### src/rtl/copSeqPkg.sv
`timescale 1ns/1ps
package copSeqPkg;
  localparam logic [7:0] OPC_ESC    = 8'h02;
  localparam logic [7:0] OPC_FILL   = 8'h42;
  localparam int         CELL_BYTES = 4;
  localparam int         CELL_W     = CELL_BYTES * 8;
  localparam int         LANE_W     = $clog2(CELL_BYTES);
  localparam int         ADDR_W     = 24;

  typedef enum logic [1:0] {ST_IDLE, ST_CAP, ST_READ} seqState_t;

  typedef struct packed {
    logic              loadIr;
    logic              loadLo;
    logic              loadHi;
    logic              loadBank;
    logic              readByte;
    logic              push;
    logic [LANE_W-1:0] lane;
  } dpCtl_t;
endpackage

### src/rtl/copSeqCtrl.sv
`timescale 1ns/1ps
module copSeqCtrl
  import copSeqPkg::*;
(
  input  logic              clk,
  input  logic              rstN,
  input  logic              vpa,
  input  logic              vda,
  input  logic              rwN,
  input  logic [7:0]        dataIn,
  input  logic [LANE_W-1:0] lenCode,
  output dpCtl_t            ctl,
  output logic              subst,
  output logic              halted
);
  seqState_t         state;
  logic [1:0]        capIdx;
  logic [LANE_W-1:0] byteCnt;
  logic              trig;
  logic              streamRd;

  assign streamRd = vpa && rwN;
  assign trig     = (state == ST_IDLE) && vpa && vda && rwN && (dataIn == OPC_ESC);
  assign subst    = trig || ((state == ST_CAP) && streamRd);
  assign halted   = (state == ST_READ);

  always_comb begin
    ctl = '0;
    if (state == ST_CAP && streamRd) begin
      case (capIdx)
        2'd0:    ctl.loadIr   = 1'b1;
        2'd1:    ctl.loadLo   = 1'b1;
        2'd2:    ctl.loadHi   = 1'b1;
        default: ctl.loadBank = 1'b1;
      endcase
    end
    if (state == ST_READ) begin
      ctl.readByte = 1'b1;
      ctl.lane     = byteCnt;
      ctl.push     = (byteCnt == lenCode);
    end
  end

  always_ff @(posedge clk or negedge rstN) begin
    if (!rstN) begin
      state   <= ST_IDLE;
      capIdx  <= '0;
      byteCnt <= '0;
    end else begin
      case (state)
        ST_IDLE: if (trig) begin
          state  <= ST_CAP;
          capIdx <= '0;
        end
        ST_CAP: if (streamRd) begin
          capIdx <= capIdx + 2'd1;
          if (capIdx == 2'd3) begin
            state   <= ST_READ;
            byteCnt <= '0;
          end
        end
        ST_READ: begin
          if (ctl.push) state <= ST_IDLE;
          else          byteCnt <= byteCnt + LANE_W'(1);
        end
        default: state <= ST_IDLE;
      endcase
    end
  end

  // bank capture is followed by a halted bus
  a_r5_halt_after_bank: assert property (@(posedge clk) disable iff (!rstN)
    (state == ST_CAP && streamRd && capIdx == 2'd3) |=> halted);

  // the CPU gets the bus back right after the push
  a_r7_release_after_push: assert property (@(posedge clk) disable iff (!rstN)
    (halted && ctl.push) |=> !halted);

  // non-stream cycles during capture are not substituted
  a_r4_gap_not_substituted: assert property (@(posedge clk) disable iff (!rstN)
    (state == ST_CAP && !vpa) |-> !subst);
endmodule

### src/rtl/copSeqDp.sv
`timescale 1ns/1ps
module copSeqDp
  import copSeqPkg::*;
(
  input  logic              clk,
  input  logic              rstN,
  input  dpCtl_t            ctl,
  input  logic [7:0]        dataIn,
  output logic [LANE_W-1:0] lenCode,
  output logic [ADDR_W-1:0] ptr,
  output logic [CELL_W-1:0] pushVal
);
  logic [7:0]        cmdReg;
  logic [CELL_W-1:0] acc;
  logic [7:0]        laneVal [CELL_BYTES];

  assign lenCode = cmdReg[LANE_W-1:0];

  for (genvar g = 0; g < CELL_BYTES; g++) begin : gLane
    assign laneVal[g] = (ctl.readByte && ctl.lane == LANE_W'(g)) ? dataIn : acc[g*8 +: 8];
  end

  always_comb begin
    for (int i = 0; i < CELL_BYTES; i++) pushVal[i*8 +: 8] = laneVal[i];
  end

  always_ff @(posedge clk or negedge rstN) begin
    if (!rstN) begin
      cmdReg <= '0;
      ptr    <= '0;
      acc    <= '0;
    end else begin
      if (ctl.loadIr)   cmdReg      <= dataIn;
      if (ctl.loadLo)   ptr[7:0]    <= dataIn;
      if (ctl.loadHi)   ptr[15:8]   <= dataIn;
      if (ctl.loadBank) begin
        ptr[23:16] <= dataIn;
        acc        <= '0;
      end
      if (ctl.readByte) begin
        acc <= pushVal;
        ptr <= ptr + ADDR_W'(1);
      end
    end
  end

  // consecutive burst reads step the address by one
  a_r6_addr_step: assert property (@(posedge clk) disable iff (!rstN)
    (ctl.readByte && $past(ctl.readByte)) |-> ptr == $past(ptr) + ADDR_W'(1));

  // consecutive burst bytes land in rising lanes
  a_r7_lane_order: assert property (@(posedge clk) disable iff (!rstN)
    (ctl.readByte && $past(ctl.readByte)) |-> ctl.lane == $past(ctl.lane) + LANE_W'(1));
endmodule

### src/rtl/copSeqStack.sv
`timescale 1ns/1ps
module copSeqStack #(
  parameter int CELL_W = 32,
  parameter int DEPTH  = 8,
  localparam int CNT_W = $clog2(DEPTH + 1),
  localparam int IDX_W = (DEPTH > 1) ? $clog2(DEPTH) : 1
) (
  input  logic              clk,
  input  logic              rstN,
  input  logic              push,
  input  logic [CELL_W-1:0] pushVal,
  output logic [CELL_W-1:0] top,
  output logic [CNT_W-1:0]  depth,
  output logic              overflow
);
  logic [CELL_W-1:0] cells [DEPTH];
  logic              full;
  logic [IDX_W-1:0]  topIdx;

  assign full   = (depth == CNT_W'(DEPTH));
  assign topIdx = IDX_W'(depth - CNT_W'(1));
  assign top    = (depth == '0) ? '0 : cells[topIdx];

  always_ff @(posedge clk) begin
    if (push && !full) cells[IDX_W'(depth)] <= pushVal;
  end

  always_ff @(posedge clk or negedge rstN) begin
    if (!rstN) begin
      depth    <= '0;
      overflow <= 1'b0;
    end else if (push) begin
      if (full) overflow <= 1'b1;
      else      depth    <= depth + CNT_W'(1);
    end
  end

  // the overflow flag never clears outside reset
  a_r8_overflow_sticky: assert property (@(posedge clk) disable iff (!rstN)
    $past(overflow) |-> overflow);

  // depth stays within capacity
  a_r8_depth_bound: assert property (@(posedge clk) disable iff (!rstN)
    depth <= CNT_W'(DEPTH));

  // a push onto a full stack keeps the depth
  a_r8_full_holds: assert property (@(posedge clk) disable iff (!rstN)
    (push && full) |=> depth == $past(depth));

  // a push onto a non-full stack adds one cell
  a_r7_push_grows: assert property (@(posedge clk) disable iff (!rstN)
    (push && !full) |=> depth == $past(depth) + CNT_W'(1));
endmodule

### src/rtl/copEscapeSeq.sv
`timescale 1ns/1ps
module copEscapeSeq
  import copSeqPkg::*;
#(
  parameter int STACK_DEPTH = 8
) (
  input  logic                             clk,
  input  logic                             rstN,
  input  logic                             vpa,
  input  logic                             vda,
  input  logic                             rwN,
  input  logic [7:0]                       memDataIn,
  output logic [7:0]                       cpuDataOut,
  output logic                             cpuSubst,
  output logic                             rdy,
  output logic                             be,
  output logic [23:0]                      busAddr,
  output logic                             busAddrEn,
  output logic                             busRwN,
  output logic [31:0]                      stackTop,
  output logic [$clog2(STACK_DEPTH+1)-1:0] stackDepth,
  output logic                             stackOverflow
);
  dpCtl_t            ctl;
  logic              subst;
  logic              halted;
  logic [LANE_W-1:0] lenCode;
  logic [ADDR_W-1:0] ptr;
  logic [CELL_W-1:0] pushVal;

  copSeqCtrl uCtrl (
    .clk(clk), .rstN(rstN), .vpa(vpa), .vda(vda), .rwN(rwN),
    .dataIn(memDataIn), .lenCode(lenCode),
    .ctl(ctl), .subst(subst), .halted(halted)
  );

  copSeqDp uDp (
    .clk(clk), .rstN(rstN), .ctl(ctl), .dataIn(memDataIn),
    .lenCode(lenCode), .ptr(ptr), .pushVal(pushVal)
  );

  copSeqStack #(.CELL_W(CELL_W), .DEPTH(STACK_DEPTH)) uStack (
    .clk(clk), .rstN(rstN), .push(ctl.push), .pushVal(pushVal),
    .top(stackTop), .depth(stackDepth), .overflow(stackOverflow)
  );

  assign cpuSubst   = subst;
  assign cpuDataOut = subst ? OPC_FILL : memDataIn;
  assign rdy        = ~halted;
  assign be         = ~halted;
  assign busAddrEn  = halted;
  assign busAddr    = ptr;
  assign busRwN     = 1'b1;
endmodule

### config.mk
export PLATFORM = sky130hd
export DESIGN_NAME = copEscapeSeq
export DESIGN_NICKNAME = d
export VERILOG_FILES = /design/src/rtl/copSeqPkg.sv /design/src/rtl/copSeqCtrl.sv /design/src/rtl/copSeqDp.sv /design/src/rtl/copSeqStack.sv /design/src/rtl/copEscapeSeq.sv
export SDC_FILE = /design/constraint.sdc
export NUM_CORES = 1
export LEC_CHECK = 0
export BUFFER_PORTS_ARGS = -buffer_cell sky130_fd_sc_hd__buf_2
export CORE_MARGIN = 4
export CORE_UTILIZATION = 41
export DETAILED_ROUTE_END_ITERATION = 7
export PLACE_DENSITY = 0.59
export SLEW_MARGIN = 20
export SYNTH_ARGS = -nofsm -noshare
export SYNTH_HDL_FRONTEND = slang
export SYNTH_SLANG_ARGS = --single-unit
### constraint.sdc
create_clock -name clk -period 4.8 [get_ports clk]
set_input_delay 0 -clock clk [delete_from_list [all_inputs] [get_ports clk]]
set_output_delay 0 -clock clk [all_outputs]
set_load 0.01 [all_outputs]
==> results_dict.tcl <==
set metrics [dict create \
    cell_area_after_synthesis_mm2 0.0135 \
    vias_per_cell 5.55 \
    grt_first_pass_wirelength_um 49200 \
    postSynth.topFlopCell "sky130_fd_sc_hd__edfxtp_1" \
    finalClockSkew_ps 19.2 \
    worst_ep_arrival_time_ps 3270 \
    cts_tree "yes" \
    crit_type "reg -> out" \
    min_period_over_period 0.681 \
    floorplan.die.width_um 189 \
    initial_core_utilization 0.415 \
    syn-mean-instance-area_um2 16.4 \
    cellPowerDensity_mw_per_mm2 573 \
    vias 7739 \
    start_kind "flip-flop" \
    hold-worst-slack_ps 79.1 \
    finalHoldViolations 0 \
    grt.total_usage 0.178 \
    critical_path.max_fanout 35 \
    fp.dieH_um 189 \
    die_area_mm2 0.0359 \
    areaGrowthSynthToFinish_pct 17.4 \
    antenna_found_initial 1 \
    design.core.area_mm2 0.0325 \
    layout.filler_cells 2799 \
    worst_ep_required_time_ps 4800 \
    yosysUniqueCellTypes 49 \
    number_of_flops_mapped_to_enable_cells_by_yosys 256 \
    worst_path_largest_cell_delay_ps 1000 \
    ys_async_sr_fraction 0.212 \
    synth_top_area_frac 0.570 \
    clock_transition_at_the_register_clock_pins_on_the_worst_setup_and_hold_paths_after_cts_ps 60 \
    totalNegativeSetupSlack_ps 0 \
    rsz0062_at_grt "false" \
    leakage_dissipation_nw 5.73 \
    max_clock_freq_mhz 306 \
    critical_path.n_buffers_inverters 3 \
    n_antenna_cell 0 \
    cts_buffer_depth 3 \
    detailedRoute.firstIterationViolations 581 \
    sequential_area_mm2 0.00942 \
    postSynthRegisterBits 325 \
    mostFrequentLayoutCell "sky130_fd_sc_hd__edfxtp_1" \
    worstSetupEndpointType "output port" \
    post-dp-hpwl_um 18700 \
    tightest_slew_ps 975 \
    clk_latency_ps 510 \
    grt_pass1_vias 7983 \
    detail_route.first_pass.iterations 5 \
    min_period_ps 3270 \
    yosysWarnings 0 \
    worstHoldPathType "in -> reg" \
    drtAntennaViolNets 0 \
    wl_per_cell_um 22.8 \
    timing.final.max_slew_violations 0 \
    synth.area.top_cells "sky130_fd_sc_hd__edfxtp_1, sky130_fd_sc_hd__dfrtp_1, sky130_fd_sc_hd__mux4_2" \
    maximum_ir_drop_on_the_vdd_rail_v 0.000285 \
    path_delay_family "adder cells" \
    grt_max_degree 40 \
    drc_errors 0 \
    seq_area_frac_synth 0.698 \
    max_cap_violations 0 \
    multi_input_comb_area_mm2 0.00390 \
    clk_root_buffer_cell "sky130_fd_sc_hd__clkbuf_16" \
    routed_wirelength_um 31900 \
    synth.net_count 843 \
    gpl.final_weighted_congestion 0.844 \
    h_tree_lvls 2 \
    cts_inserted_buffers 36 \
    synthCells 821 \
    timing.max_slew.rel_slack 0.350 \
    post_cts.repair.setup_buffers 0 \
    io_buffer_count 85 \
    grt_overflow 0 \
    cpMaxStageDelayCell "sky130_fd_sc_hd__ha_2" \
    most-common-layout-cells "sky130_fd_sc_hd__edfxtp_1, sky130_fd_sc_hd__nand2_1, sky130_fd_sc_hd__buf_2" \
    share_of_final_layout_standard_cells_stronger_than_drive_strength_1 0.298 \
    fin_nets 947 \
    cts.sinks 325 \
    post-synth-top-area-cell "sky130_fd_sc_hd__edfxtp_1" \
    outcome "completed" \
    path_cells "inv_1, ha_2, buf_4, mux4_2, nand2_1, a21oi_1, buf_2" \
    report.final.setup_viol 0 \
    core.rowCount 66 \
    ioPinCount 87 \
]
==> sequential cells by signal, indices dropped and copies added, names as in the netlist <==
register         cells
uStack.cells       256
uCtrl.capIdx         2
uDp.cmdReg           2
uDp.acc             32
uCtrl.byteCnt        2
uStack.overflow      1
uDp.ptr             24
uCtrl.state          2
uStack.depth         4
==> worst paths after layout <==
path	end	from	cells after the start	slack [ps]
worst max-delay path	stackTop[18]	uStack.depth[1]	7	1530
worst min-delay path	uCtrl.state[1]	vpa	4	80
max in group asynchronous	uStack.depth[0]	rstN	3	3600
min in group asynchronous	uDp.ptr[3]	rstN	2	120
worst max register to register	uStack.cells[1][18]	uCtrl.state[0]	6	1760
worst min register to register	uStack.overflow	uStack.overflow	1	470
==> metal layers <==
| metal | up-vias | GRT usage | part of all wire |
|---|---|---|---|
| li1 | 3434 | - | - |
| met1 | 3988 | 0.256 | 0.45 |
| met2 | 273 | 0.291 | 0.48 |
| met3 | 44 | 0.0284 | 0.055 |
| met4 | 0 | 0.0401 | 0.018 |
| met5 | - | 0 | 0 |
==> cell families after synthesis <==
| logic type | synth area share |
|---|---|
| other cells | 0.000278 |
| xor+xnor | 0.00454 |
| flops | 0.698 |
| fa+ha+maj | 0.00835 |
| compound gates | 0.0588 |
| simple gates | 0.0715 |
| buf+inv | 0.0197 |
| mux | 0.139 |
==> layout make-up <==
cell class	instances	share of cell area
Inverter	12	0.00284
Timing Repair Buffer	118	0.0452
Tap cell	442	0.0349
Sequential cell	325	0.594
Multi-Input combinational cell	432	0.246
Clock inverter	18	0.0110
Clock buffer	48	0.0655
==> tightest hold or removal path: stages <==
cell and delay [ps]:
sky130_fd_sc_hd__buf_2 110, sky130_fd_sc_hd__and3_1 170, sky130_fd_sc_hd__a31oi_1 190, sky130_fd_sc_hd__inv_1 80
==> power by group <==
group,switching [mW],total (mW),leakage [nW],internal [mW]
Combinational,1.54,2.64,1.92,1.10
Sequential,0.242,3.68,3.20,3.44
Clock,1.06,2.75,0.601,1.69
==> cells in the mapped netlist (3+ instances only) <==
| cell | count |
|---|---|
| sky130_fd_sc_hd__a211oi_1 | 11 |
| sky130_fd_sc_hd__a21oi_1 | 41 |
| sky130_fd_sc_hd__a22o_1 | 32 |
| sky130_fd_sc_hd__a311oi_1 | 7 |
| sky130_fd_sc_hd__a31oi_1 | 6 |
| sky130_fd_sc_hd__and2_1 | 8 |
| sky130_fd_sc_hd__and3_1 | 12 |
| sky130_fd_sc_hd__buf_1 | 6 |
| sky130_fd_sc_hd__buf_2 | 15 |
| sky130_fd_sc_hd__clkbuf_1 | 29 |
| sky130_fd_sc_hd__dfrtp_1 | 69 |
| sky130_fd_sc_hd__edfxtp_1 | 256 |
| sky130_fd_sc_hd__ha_1 | 9 |
| sky130_fd_sc_hd__inv_1 | 12 |
| sky130_fd_sc_hd__mux2_2 | 37 |
| sky130_fd_sc_hd__mux4_2 | 64 |
| sky130_fd_sc_hd__nand2_1 | 90 |
| sky130_fd_sc_hd__nand2b_1 | 5 |
| sky130_fd_sc_hd__nand3_1 | 11 |
| sky130_fd_sc_hd__nand4_1 | 6 |
| sky130_fd_sc_hd__nor2_1 | 24 |
| sky130_fd_sc_hd__nor2b_1 | 4 |
| sky130_fd_sc_hd__nor3_1 | 14 |
| sky130_fd_sc_hd__o211ai_1 | 5 |
| sky130_fd_sc_hd__o21ai_0 | 4 |
| sky130_fd_sc_hd__or2_2 | 3 |
| sky130_fd_sc_hd__or3_1 | 4 |
| sky130_fd_sc_hd__xnor2_1 | 4 |
| sky130_fd_sc_hd__xor2_1 | 3 |
==> metrics by stage <==
step                instance area, um2  std cells  setup slack (ps)  total power, mW   util
finish                           15800       1395              1530             9.07  0.487
global route                     15800       1395              1320             9.55  0.487
CTS                              15800       1395              1480             9.19  0.487
detailed placement               14500       1317              1770             6.40  0.446
global placement                 14500       1317              1890             6.39  0.446
floorplan                        13500        821               493             5.61      -
==> what timing repair did <==
item | 4_1_cts | 5_1_grt
hold buffers | 12 | 0
resized for setup | 0 | 0
hold endpoints to repair | 44 | 0
Note: power is estimated with default switching activity, not from simulation.
